==> config.mk <==
export PLATFORM = sky130hd
export DESIGN_NAME = audio_phase_fifo_ctrl
export DESIGN_NICKNAME = d
export VERILOG_FILES = /design/src/rtl/aud_fifo_pkg.sv /design/src/rtl/aud_sfifo.sv /design/src/rtl/aud_cfg_regs.sv /design/src/rtl/aud_flag_unit.sv /design/src/rtl/audio_phase_fifo_ctrl.sv
export SDC_FILE = /design/constraint.sdc
export NUM_CORES = 1
export LEC_CHECK = 0
export BUFFER_PORTS_ARGS = -buffer_cell sky130_fd_sc_hd__buf_4
export CAP_MARGIN = 20
export CORE_ASPECT_RATIO = 0.75
export CORE_MARGIN = 5
export CORE_UTILIZATION = 43
export DETAILED_ROUTE_END_ITERATION = 12
export GPL_ROUTABILITY_DRIVEN = 0
export PLACE_DENSITY = 0.74
export REMOVE_ABC_BUFFERS = 1
export SETUP_SLACK_MARGIN = 0.5
export SYNTH_ARGS = -nofsm -noshare
export SYNTH_HDL_FRONTEND = slang
export SYNTH_SLANG_ARGS = --single-unit
==> constraint.sdc <==
create_clock -name clk_i -period 2.48 [get_ports clk_i]
set_input_delay 0.62 -clock clk_i [delete_from_list [all_inputs] [get_ports clk_i]]
set_output_delay 0.62 -clock clk_i [all_outputs]
set_load 0.1 [all_outputs]
==> src/rtl/aud_fifo_pkg.sv <==
package aud_fifo_pkg;
  localparam int ST_W        = 5;
  localparam int ST_RX_FULL  = 0;
  localparam int ST_TX_EMPTY = 1;
  localparam int ST_RX_OVR   = 2;
  localparam int ST_TX_UNR   = 3;
  localparam int ST_FRM      = 4;

  typedef enum logic [2:0] {
    CFG_EN      = 3'd0,
    CFG_RX_THR  = 3'd1,
    CFG_TX_THR  = 3'd2,
    CFG_IRQ_MSK = 3'd3,
    CFG_CLR     = 3'd4
  } cfg_addr_e;

  typedef enum logic [1:0] {
    THR_OK   = 2'b00,
    THR_HIGH = 2'b01,
    THR_LOW  = 2'b10
  } thr_err_e;
endpackage

==> src/rtl/aud_sfifo.sv <==
module aud_sfifo #(
  parameter int DW    = 16,
  parameter int DEPTH = 8,
  parameter int LVL_W = $clog2(DEPTH + 1)
) (
  input  logic             clk_i,
  input  logic             rst_ni,
  input  logic             flush_i,
  input  logic             push_i,
  input  logic [DW-1:0]    wdata_i,
  input  logic             pop_i,
  output logic [DW-1:0]    rdata_o,
  output logic [LVL_W-1:0] level_o,
  output logic             full_o,
  output logic             empty_o
);
  localparam int PTR_W = (DEPTH > 1) ? $clog2(DEPTH) : 1;

  logic [DW-1:0]    mem [DEPTH];
  logic [PTR_W-1:0] wr_q, rd_q;
  logic [LVL_W-1:0] lvl_q;
  logic             do_push, do_pop;

  function automatic logic [PTR_W-1:0] nxt(input logic [PTR_W-1:0] p);
    return (p == PTR_W'(DEPTH - 1)) ? '0 : p + 1'b1;
  endfunction

  assign full_o  = (lvl_q == LVL_W'(DEPTH));
  assign empty_o = (lvl_q == '0);
  assign do_push = push_i && !full_o && !flush_i;
  assign do_pop  = pop_i && !empty_o && !flush_i;
  assign rdata_o = mem[rd_q];
  assign level_o = lvl_q;

  always_ff @(posedge clk_i or negedge rst_ni) begin
    if (!rst_ni) begin
      wr_q  <= '0;
      rd_q  <= '0;
      lvl_q <= '0;
    end else if (flush_i) begin
      wr_q  <= '0;
      rd_q  <= '0;
      lvl_q <= '0;
    end else begin
      if (do_push) wr_q <= nxt(wr_q);
      if (do_pop)  rd_q <= nxt(rd_q);
      case ({do_push, do_pop})
        2'b10:   lvl_q <= lvl_q + 1'b1;
        2'b01:   lvl_q <= lvl_q - 1'b1;
        default: lvl_q <= lvl_q;
      endcase
    end
  end

  always_ff @(posedge clk_i) begin
    if (do_push) mem[wr_q] <= wdata_i;
  end

  p_level_bound_r2: assert property (@(posedge clk_i) disable iff (!rst_ni)
    lvl_q <= LVL_W'(DEPTH));

  p_no_overflow_r7: assert property (@(posedge clk_i) disable iff (!rst_ni)
    (full_o && push_i && !pop_i && !flush_i) |=> $stable(lvl_q));

  p_flush_empty_r3: assert property (@(posedge clk_i) disable iff (!rst_ni)
    flush_i |=> empty_o);
endmodule

==> src/rtl/aud_cfg_regs.sv <==
module aud_cfg_regs
  import aud_fifo_pkg::*;
#(
  parameter int DEPTH   = 8,
  parameter int MIN_THR = 1,
  parameter int CFG_W   = 8,
  parameter int LVL_W   = $clog2(DEPTH + 1)
) (
  input  logic             clk_i,
  input  logic             rst_ni,
  input  logic             we_i,
  input  logic [2:0]       addr_i,
  input  logic [CFG_W-1:0] wdata_i,
  output logic             rx_en_o,
  output logic             tx_en_o,
  output logic [LVL_W-1:0] rx_thr_o,
  output logic [LVL_W-1:0] tx_thr_o,
  output logic [ST_W-1:0]  irq_msk_o,
  output logic [ST_W-1:0]  clr_o,
  output logic [1:0]       err_o
);
  logic [1:0]       en_q;
  logic [LVL_W-1:0] rx_thr_q, tx_thr_q;
  logic [ST_W-1:0]  msk_q;
  logic [1:0]       err_q;
  logic             too_high, too_low, thr_wr;

  assign too_high = wdata_i > CFG_W'(DEPTH);
  assign too_low  = wdata_i < CFG_W'(MIN_THR);
  assign thr_wr   = we_i && (addr_i == CFG_RX_THR || addr_i == CFG_TX_THR);

  always_ff @(posedge clk_i or negedge rst_ni) begin
    if (!rst_ni) begin
      en_q     <= '0;
      rx_thr_q <= LVL_W'(DEPTH);
      tx_thr_q <= LVL_W'(MIN_THR);
      msk_q    <= '0;
      err_q    <= THR_OK;
    end else if (we_i) begin
      err_q <= THR_OK;
      if (thr_wr && too_high)     err_q <= THR_HIGH;
      else if (thr_wr && too_low) err_q <= THR_LOW;
      else if (addr_i == CFG_RX_THR) rx_thr_q <= LVL_W'(wdata_i);
      else if (addr_i == CFG_TX_THR) tx_thr_q <= LVL_W'(wdata_i);
      if (addr_i == CFG_EN)      en_q  <= wdata_i[1:0];
      if (addr_i == CFG_IRQ_MSK) msk_q <= wdata_i[ST_W-1:0];
    end
  end

  // only sticky bits are clearable
  assign clr_o = (we_i && addr_i == CFG_CLR) ?
                 (wdata_i[ST_W-1:0] & 5'b11100) : '0;

  assign rx_en_o   = en_q[0];
  assign tx_en_o   = en_q[1];
  assign rx_thr_o  = rx_thr_q;
  assign tx_thr_o  = tx_thr_q;
  assign irq_msk_o = msk_q;
  assign err_o     = err_q;

  p_thr_keep_r6: assert property (@(posedge clk_i) disable iff (!rst_ni)
    (we_i && addr_i == CFG_RX_THR && (too_high || too_low)) |=> $stable(rx_thr_o));

  p_thr_range_r6: assert property (@(posedge clk_i) disable iff (!rst_ni)
    tx_thr_o <= LVL_W'(DEPTH) && tx_thr_o >= LVL_W'(MIN_THR));

  p_err_high_r6: assert property (@(posedge clk_i) disable iff (!rst_ni)
    (thr_wr && too_high) |=> err_o == THR_HIGH);
endmodule

==> src/rtl/aud_flag_unit.sv <==
module aud_flag_unit
  import aud_fifo_pkg::*;
#(
  parameter int LVL_W = 4
) (
  input  logic             clk_i,
  input  logic             rst_ni,
  input  logic             rx_en_i,
  input  logic             tx_en_i,
  input  logic [LVL_W-1:0] rx_lvl_i,
  input  logic [LVL_W-1:0] tx_lvl_i,
  input  logic [LVL_W-1:0] rx_thr_i,
  input  logic [LVL_W-1:0] tx_thr_i,
  input  logic             ovr_set_i,
  input  logic             unr_set_i,
  input  logic             frm_set_i,
  input  logic [ST_W-1:0]  clr_i,
  input  logic [ST_W-1:0]  msk_i,
  output logic [ST_W-1:0]  status_o,
  output logic             irq_o
);
  logic [ST_W-1:0] set_vec, sticky_q;

  assign set_vec = {frm_set_i, unr_set_i, ovr_set_i, 2'b00};

  // set wins over a same-cycle clear
  always_ff @(posedge clk_i or negedge rst_ni) begin
    if (!rst_ni) sticky_q <= '0;
    else         sticky_q <= ((sticky_q & ~clr_i) | set_vec) & 5'b11100;
  end

  always_comb begin
    status_o              = sticky_q;
    status_o[ST_RX_FULL]  = rx_en_i && (rx_lvl_i >= rx_thr_i);
    status_o[ST_TX_EMPTY] = tx_en_i && (tx_lvl_i <= tx_thr_i);
  end

  assign irq_o = |(status_o & msk_i);

  p_ovr_set_r7: assert property (@(posedge clk_i) disable iff (!rst_ni)
    ovr_set_i |=> status_o[ST_RX_OVR]);

  p_ovr_sticky_r7: assert property (@(posedge clk_i) disable iff (!rst_ni)
    (status_o[ST_RX_OVR] && !clr_i[ST_RX_OVR]) |=> status_o[ST_RX_OVR]);

  p_unr_clear_r10: assert property (@(posedge clk_i) disable iff (!rst_ni)
    (clr_i[ST_TX_UNR] && !unr_set_i) |=> !status_o[ST_TX_UNR]);

  p_irq_quiet_r11: assert property (@(posedge clk_i) disable iff (!rst_ni)
    (msk_i == '0) |-> !irq_o);
endmodule

==> src/rtl/audio_phase_fifo_ctrl.sv <==
module audio_phase_fifo_ctrl
  import aud_fifo_pkg::*;
#(
  parameter int DW      = 16,
  parameter int DEPTH   = 8,
  parameter int MIN_THR = 1,
  parameter int CFG_W   = 8,
  localparam int LVL_W  = $clog2(DEPTH + 1)
) (
  input  logic             clk_i,
  input  logic             rst_ni,
  input  logic             ser_rx_push_i,
  input  logic [DW-1:0]    ser_rx_data_i,
  input  logic             ser_tx_pop_i,
  output logic [DW-1:0]    ser_tx_data_o,
  input  logic             frame_err_i,
  input  logic             host_rx_pop_i,
  output logic [DW-1:0]    host_rx_data_o,
  input  logic             host_tx_push_i,
  input  logic [DW-1:0]    host_tx_data_i,
  input  logic             cfg_we_i,
  input  logic [2:0]       cfg_addr_i,
  input  logic [CFG_W-1:0] cfg_wdata_i,
  output logic [1:0]       cfg_err_o,
  output logic [LVL_W-1:0] rx_level_o,
  output logic [LVL_W-1:0] tx_level_o,
  output logic [ST_W-1:0]  status_o,
  output logic             irq_o
);
  logic             rx_en, tx_en;
  logic [LVL_W-1:0] rx_thr, tx_thr;
  logic [ST_W-1:0]  msk, clr;
  logic             rx_full, rx_empty, tx_full, tx_empty;
  logic [DW-1:0]    tx_head;

  aud_cfg_regs #(
    .DEPTH(DEPTH), .MIN_THR(MIN_THR), .CFG_W(CFG_W), .LVL_W(LVL_W)
  ) i_cfg (
    .clk_i, .rst_ni,
    .we_i(cfg_we_i), .addr_i(cfg_addr_i), .wdata_i(cfg_wdata_i),
    .rx_en_o(rx_en), .tx_en_o(tx_en),
    .rx_thr_o(rx_thr), .tx_thr_o(tx_thr),
    .irq_msk_o(msk), .clr_o(clr), .err_o(cfg_err_o)
  );

  aud_sfifo #(.DW(DW), .DEPTH(DEPTH), .LVL_W(LVL_W)) i_rx_fifo (
    .clk_i, .rst_ni,
    .flush_i(!rx_en),
    .push_i(ser_rx_push_i), .wdata_i(ser_rx_data_i),
    .pop_i(host_rx_pop_i), .rdata_o(host_rx_data_o),
    .level_o(rx_level_o), .full_o(rx_full), .empty_o(rx_empty)
  );

  aud_sfifo #(.DW(DW), .DEPTH(DEPTH), .LVL_W(LVL_W)) i_tx_fifo (
    .clk_i, .rst_ni,
    .flush_i(!tx_en),
    .push_i(host_tx_push_i), .wdata_i(host_tx_data_i),
    .pop_i(ser_tx_pop_i), .rdata_o(tx_head),
    .level_o(tx_level_o), .full_o(tx_full), .empty_o(tx_empty)
  );

  assign ser_tx_data_o = (tx_en && !tx_empty) ? tx_head : '0;

  aud_flag_unit #(.LVL_W(LVL_W)) i_flags (
    .clk_i, .rst_ni,
    .rx_en_i(rx_en), .tx_en_i(tx_en),
    .rx_lvl_i(rx_level_o), .tx_lvl_i(tx_level_o),
    .rx_thr_i(rx_thr), .tx_thr_i(tx_thr),
    .ovr_set_i(rx_en && ser_rx_push_i && rx_full),
    .unr_set_i(tx_en && ser_tx_pop_i && tx_empty),
    .frm_set_i(frame_err_i),
    .clr_i(clr), .msk_i(msk),
    .status_o, .irq_o
  );

  p_no_phantom_rx_r3: assert property (@(posedge clk_i) disable iff (!rst_ni)
    !rx_en |=> rx_level_o == '0);

  p_tx_full_hold_r2: assert property (@(posedge clk_i) disable iff (!rst_ni)
    (tx_full && !ser_tx_pop_i && tx_en) |=> tx_level_o == LVL_W'(DEPTH));
endmodule

==> flow_summary.json <==
{
  "status": "finished, violations left",
  "violations": "setup timing",
  "critPathMaxStageDelay_ns": 0.51,
  "grt_pass1_wl_mm": 40.4,
  "worst_pin_slew_ns": 0.544,
  "tritoncts": "done",
  "finalCriticalPeriod_ns": 2.87,
  "postSynthCellCount": 661,
  "final_common_cell": "edfxtp_1",
  "clockRootBuffer": "clkbuf_16",
  "num_vias": 6722,
  "avgSynthCellArea_sq_um": 18.4,
  "gr-usage-all-layers_pct": 16.3,
  "power.leakage_nw": 5.72,
  "critPathLaunch": "i_tx_fifo.rd_q[0]$_DFFE_PN0P_",
  "final_antenna_net_count": 0,
  "ir_worst_vdd_v": 0.000603,
  "antenna_found_initial": 0,
  "slew_viol_final": 0,
  "cts.clk_slew.worst_paths_ns": 0.06,
  "whs_ns": 0.0647,
  "die_x_um": 204,
  "reg2regPathDepth": 10,
  "r2r_slack_ns": -0.15,
  "mostFrequentLayoutCells": "256 x edfxtp_1, 96 x buf_4, 64 x mux4_2",
  "routed_wl_mm": 27.6,
  "layout_setup_ws_ns": -0.389,
  "postCtsHoldBufs": 0,
  "rsz0062_at_grt": "yes",
  "first_pass_iters": 4,
  "synth_warnings": 0,
  "endpoint": "ser_tx_data_o[15]",
  "multiInputGateArea_sq_mm": 0.00376,
  "setup_viol": 38,
  "synth.area.mux_share_pct": 16.5,
  "avgViaCountPerCell": 5.31,
  "synth_top_family_by_area": "multiplexers",
  "r2r-end": "i_tx_fifo.level_o[3]$_DFFE_PN0P_",
  "synth_edf_count": 256,
  "p_total_mw": 16.0,
  "grt-ovfl-total": 0,
  "synthAdderAreaFrac_pct": 2.05,
  "gr-usage-met1_pct": 21.2,
  "path_buf_inv": 4,
  "syn_to_final_growth_pct": 33.6,
  "critPathLaunchType": "register",
  "n_fill_cell": 2053,
  "ys_ff_latch": 296,
  "p_per_area_mw_per_mm2": 985,
  "grt_max_degree": 41,
  "max_freq_ghz": 0.349,
  "die_area_sq_mm": 0.0318,
  "cp.depth": 7,
  "path_cells": "buf_6 > buf_12 > buf_16 > mux4_2 > mux2i_1 > nor2_1 > buf_6",
  "cts_buffers": 29,
  "crit_family": "multiplexers",
  "post-route-util_pct": 58.2,
  "design_area_sq_mm": 0.0163,
  "synth_cell_types": 51,
  "path_common_cell": "buf_6",
  "seq_area_frac_synth_pct": 71.3,
  "netlist_area_sq_mm": 0.0122,
  "hp-class": "in2async",
  "end_kind": "primary output",
  "antenna_cells": 0,
  "dpl_cell_area_sq_mm": 0.0138,
  "drive_above_1_share_pct": 45.9,
  "clock_latency_ns": 0.53,
  "boundaryPins": 99,
  "core_area_sq_mm": 0.0280,
  "post-route-drc-count": 0,
  "regArea_sq_mm": 0.00870,
  "htreeDepth": 1,
  "drv_cap": 0,
  "cp_max_fo": 6,
  "die_height_um": 156,
  "layout_worst_path_cycle_share_pct": 116,
  "cp.arrival_ns": 2.25,
  "pre_cts_ws_ns": -0.0349,
  "cts_buffer_depth": 3,
  "fin_skew_ns": 0.0125,
  "grt.busiest_layer": "met2",
  "grt_use_met2_pct": 29.4,
  "synthSimpleGateAreaFrac_pct": 5.09,
  "synth-async-reset-ratio_pct": 13.5,
  "use_met3_pct": 2.64,
  "r2r-start": "i_tx_fifo.level_o[2]$_DFFE_PN0P_",
  "hpwlAfterDp_mm": 14.7,
  "grt_pass1_vias": 7033,
  "cts_sinks": 296,
  "maxSlewHeadroom_pct": 63.7,
  "layout.nets": 932,
  "synth_compound_area_share_pct": 2.57,
  "rows": 53,
  "ys.flop_type": "edfxtp_1",
  "synth_xor_xnor_area_share_pct": 0.781,
  "start_util_pct": 43.5,
  "post_drt_wl_per_cell_um": 21.8,
  "worstSetupPathType": "reg2out",
  "worstPathRequired_ns": 1.86,
  "cp_slowest_cell": "mux4_2",
  "hold_viol_final": 0,
  "numPortBuffers": 98,
  "drt_iter0_markers": 387
}
logic make-up (layout without fill, tap and decap cells):
| logic type | after synthesis | count (layout) |
|---|---|---|
| compound gates | 45 | 45 |
| xor+xnor | 10 | 10 |
| fa+ha+maj | 20 | 20 |
| buf+inv | 48 | 267 |
| flops | 296 | 296 |
| mux | 117 | 117 |
| simple gates | 125 | 125 |
cell type report:
class	count	share of cell area, %
Tap cell	385	2.96
Clock buffer	35	4.60
Sequential cell	296	53.4
Clock inverter	15	0.623
Timing Repair Buffer	202	14.9
Multi-Input combinational cell	317	23.1
Inverter	15	0.454
power by group:
group	switching (mW)	total, mW	internal (mW)
logic	3.42	6.15	2.72
clock network	1.77	4.01	2.24
registers	0.197	5.87	5.67
total	5.39	16.0	10.6
Yosys cell counts, types with 4 or more instances:
| cell type | number | area share, % |
|---|---|---|
| a21o_1 | 4 | 0.25 |
| a21oi_1 | 16 | 0.66 |
| buf_2 | 6 | 0.25 |
| clkbuf_1 | 23 | 0.71 |
| dfrtp_1 | 38 | 7.8 |
| edfxtp_1 | 256 | 63 |
| ha_1 | 20 | 2.1 |
| inv_1 | 15 | 0.46 |
| mux2_2 | 30 | 2.8 |
| mux2i_1 | 23 | 1.9 |
| mux4_2 | 64 | 12 |
| nand2_1 | 29 | 0.89 |
| nand2b_1 | 8 | 0.41 |
| nand3_1 | 6 | 0.25 |
| nand3b_1 | 4 | 0.25 |
| nor2_1 | 40 | 1.2 |
| nor2b_1 | 8 | 0.41 |
| nor3_1 | 9 | 0.37 |
| o21ai_0 | 4 | 0.16 |
| or3_1 | 4 | 0.21 |
| xnor2_1 | 5 | 0.36 |
| xor2_1 | 4 | 0.29 |
worst min path at each step:
| stage | start | end | slack, ns | cells past startpoint |
|---|---|---|---|---|
| 2_1_floorplan | rst_ni | i_cfg.en_q[0]$_DFFE_PN0P_ | 0.32 | 0 |
| 3_3_place_gp | i_cfg.irq_msk_o[1]$_DFFE_PN0P_ | i_cfg.irq_msk_o[1]$_DFFE_PN0P_ | 0.49 | 1 |
| 3_5_place_dp | i_cfg.tx_thr_o[3]$_DFFE_PN0P_ | i_cfg.tx_thr_o[3]$_DFFE_PN0P_ | 0.49 | 1 |
| 4_1_cts | rst_ni | i_tx_fifo.level_o[3]$_DFFE_PN0P_ | 0.07 | 1 |
| 5_1_grt | rst_ni | i_cfg.tx_thr_o[1]$_DFFE_PN0P_ | 0.10 | 1 |
| 6_report | rst_ni | i_tx_fifo.level_o[0]$_DFFE_PN0P_ | 0.06 | 1 |
registers in the layout, indices dropped and copies added, names as in the netlist:
signal and count:
i_cfg.irq_msk_o 5, i_tx_fifo.rd_q 3, i_flags.sticky_q 3, i_cfg.tx_thr_o 4, i_tx_fifo.level_o 4, i_rx_fifo.mem 128
i_rx_fifo.wr_q 3, i_tx_fifo.wr_q 3, i_rx_fifo.rd_q 3, i_cfg.rx_thr_o 4, i_rx_fifo.level_o 4, i_cfg.err_o 2
i_tx_fifo.mem 128, i_cfg.en_q 2
repair_timing:
action | 4_1_cts | 5_1_grt
endpoints found under the setup margin | 254 | 300
gates resized for setup | 158 | 98
setup buffers | 25 | 16
pin swaps | 25 | 24
cloned | 6 | 9
layer usage:
metal / up-vias / share of wire [%]
met1: 3487 / 41
li1: 3033 / -
met2: 167 / 53
met4: 0 / 1.7
met3: 35 / 4.6
met5: - / 0
metrics by stage:
| step | TNS (ns) | cells |
|---|---|---|
| floorplan | -144.50 | 628 |
| global placement | 0 | 1159 |
| detailed placement | -0.0349 | 1159 |
| CTS | -11.42 | 1240 |
| global route | -14.77 | 1265 |
| finish | -12.05 | 1265 |
No activity file was read; power rests on OpenSTA's default activity.
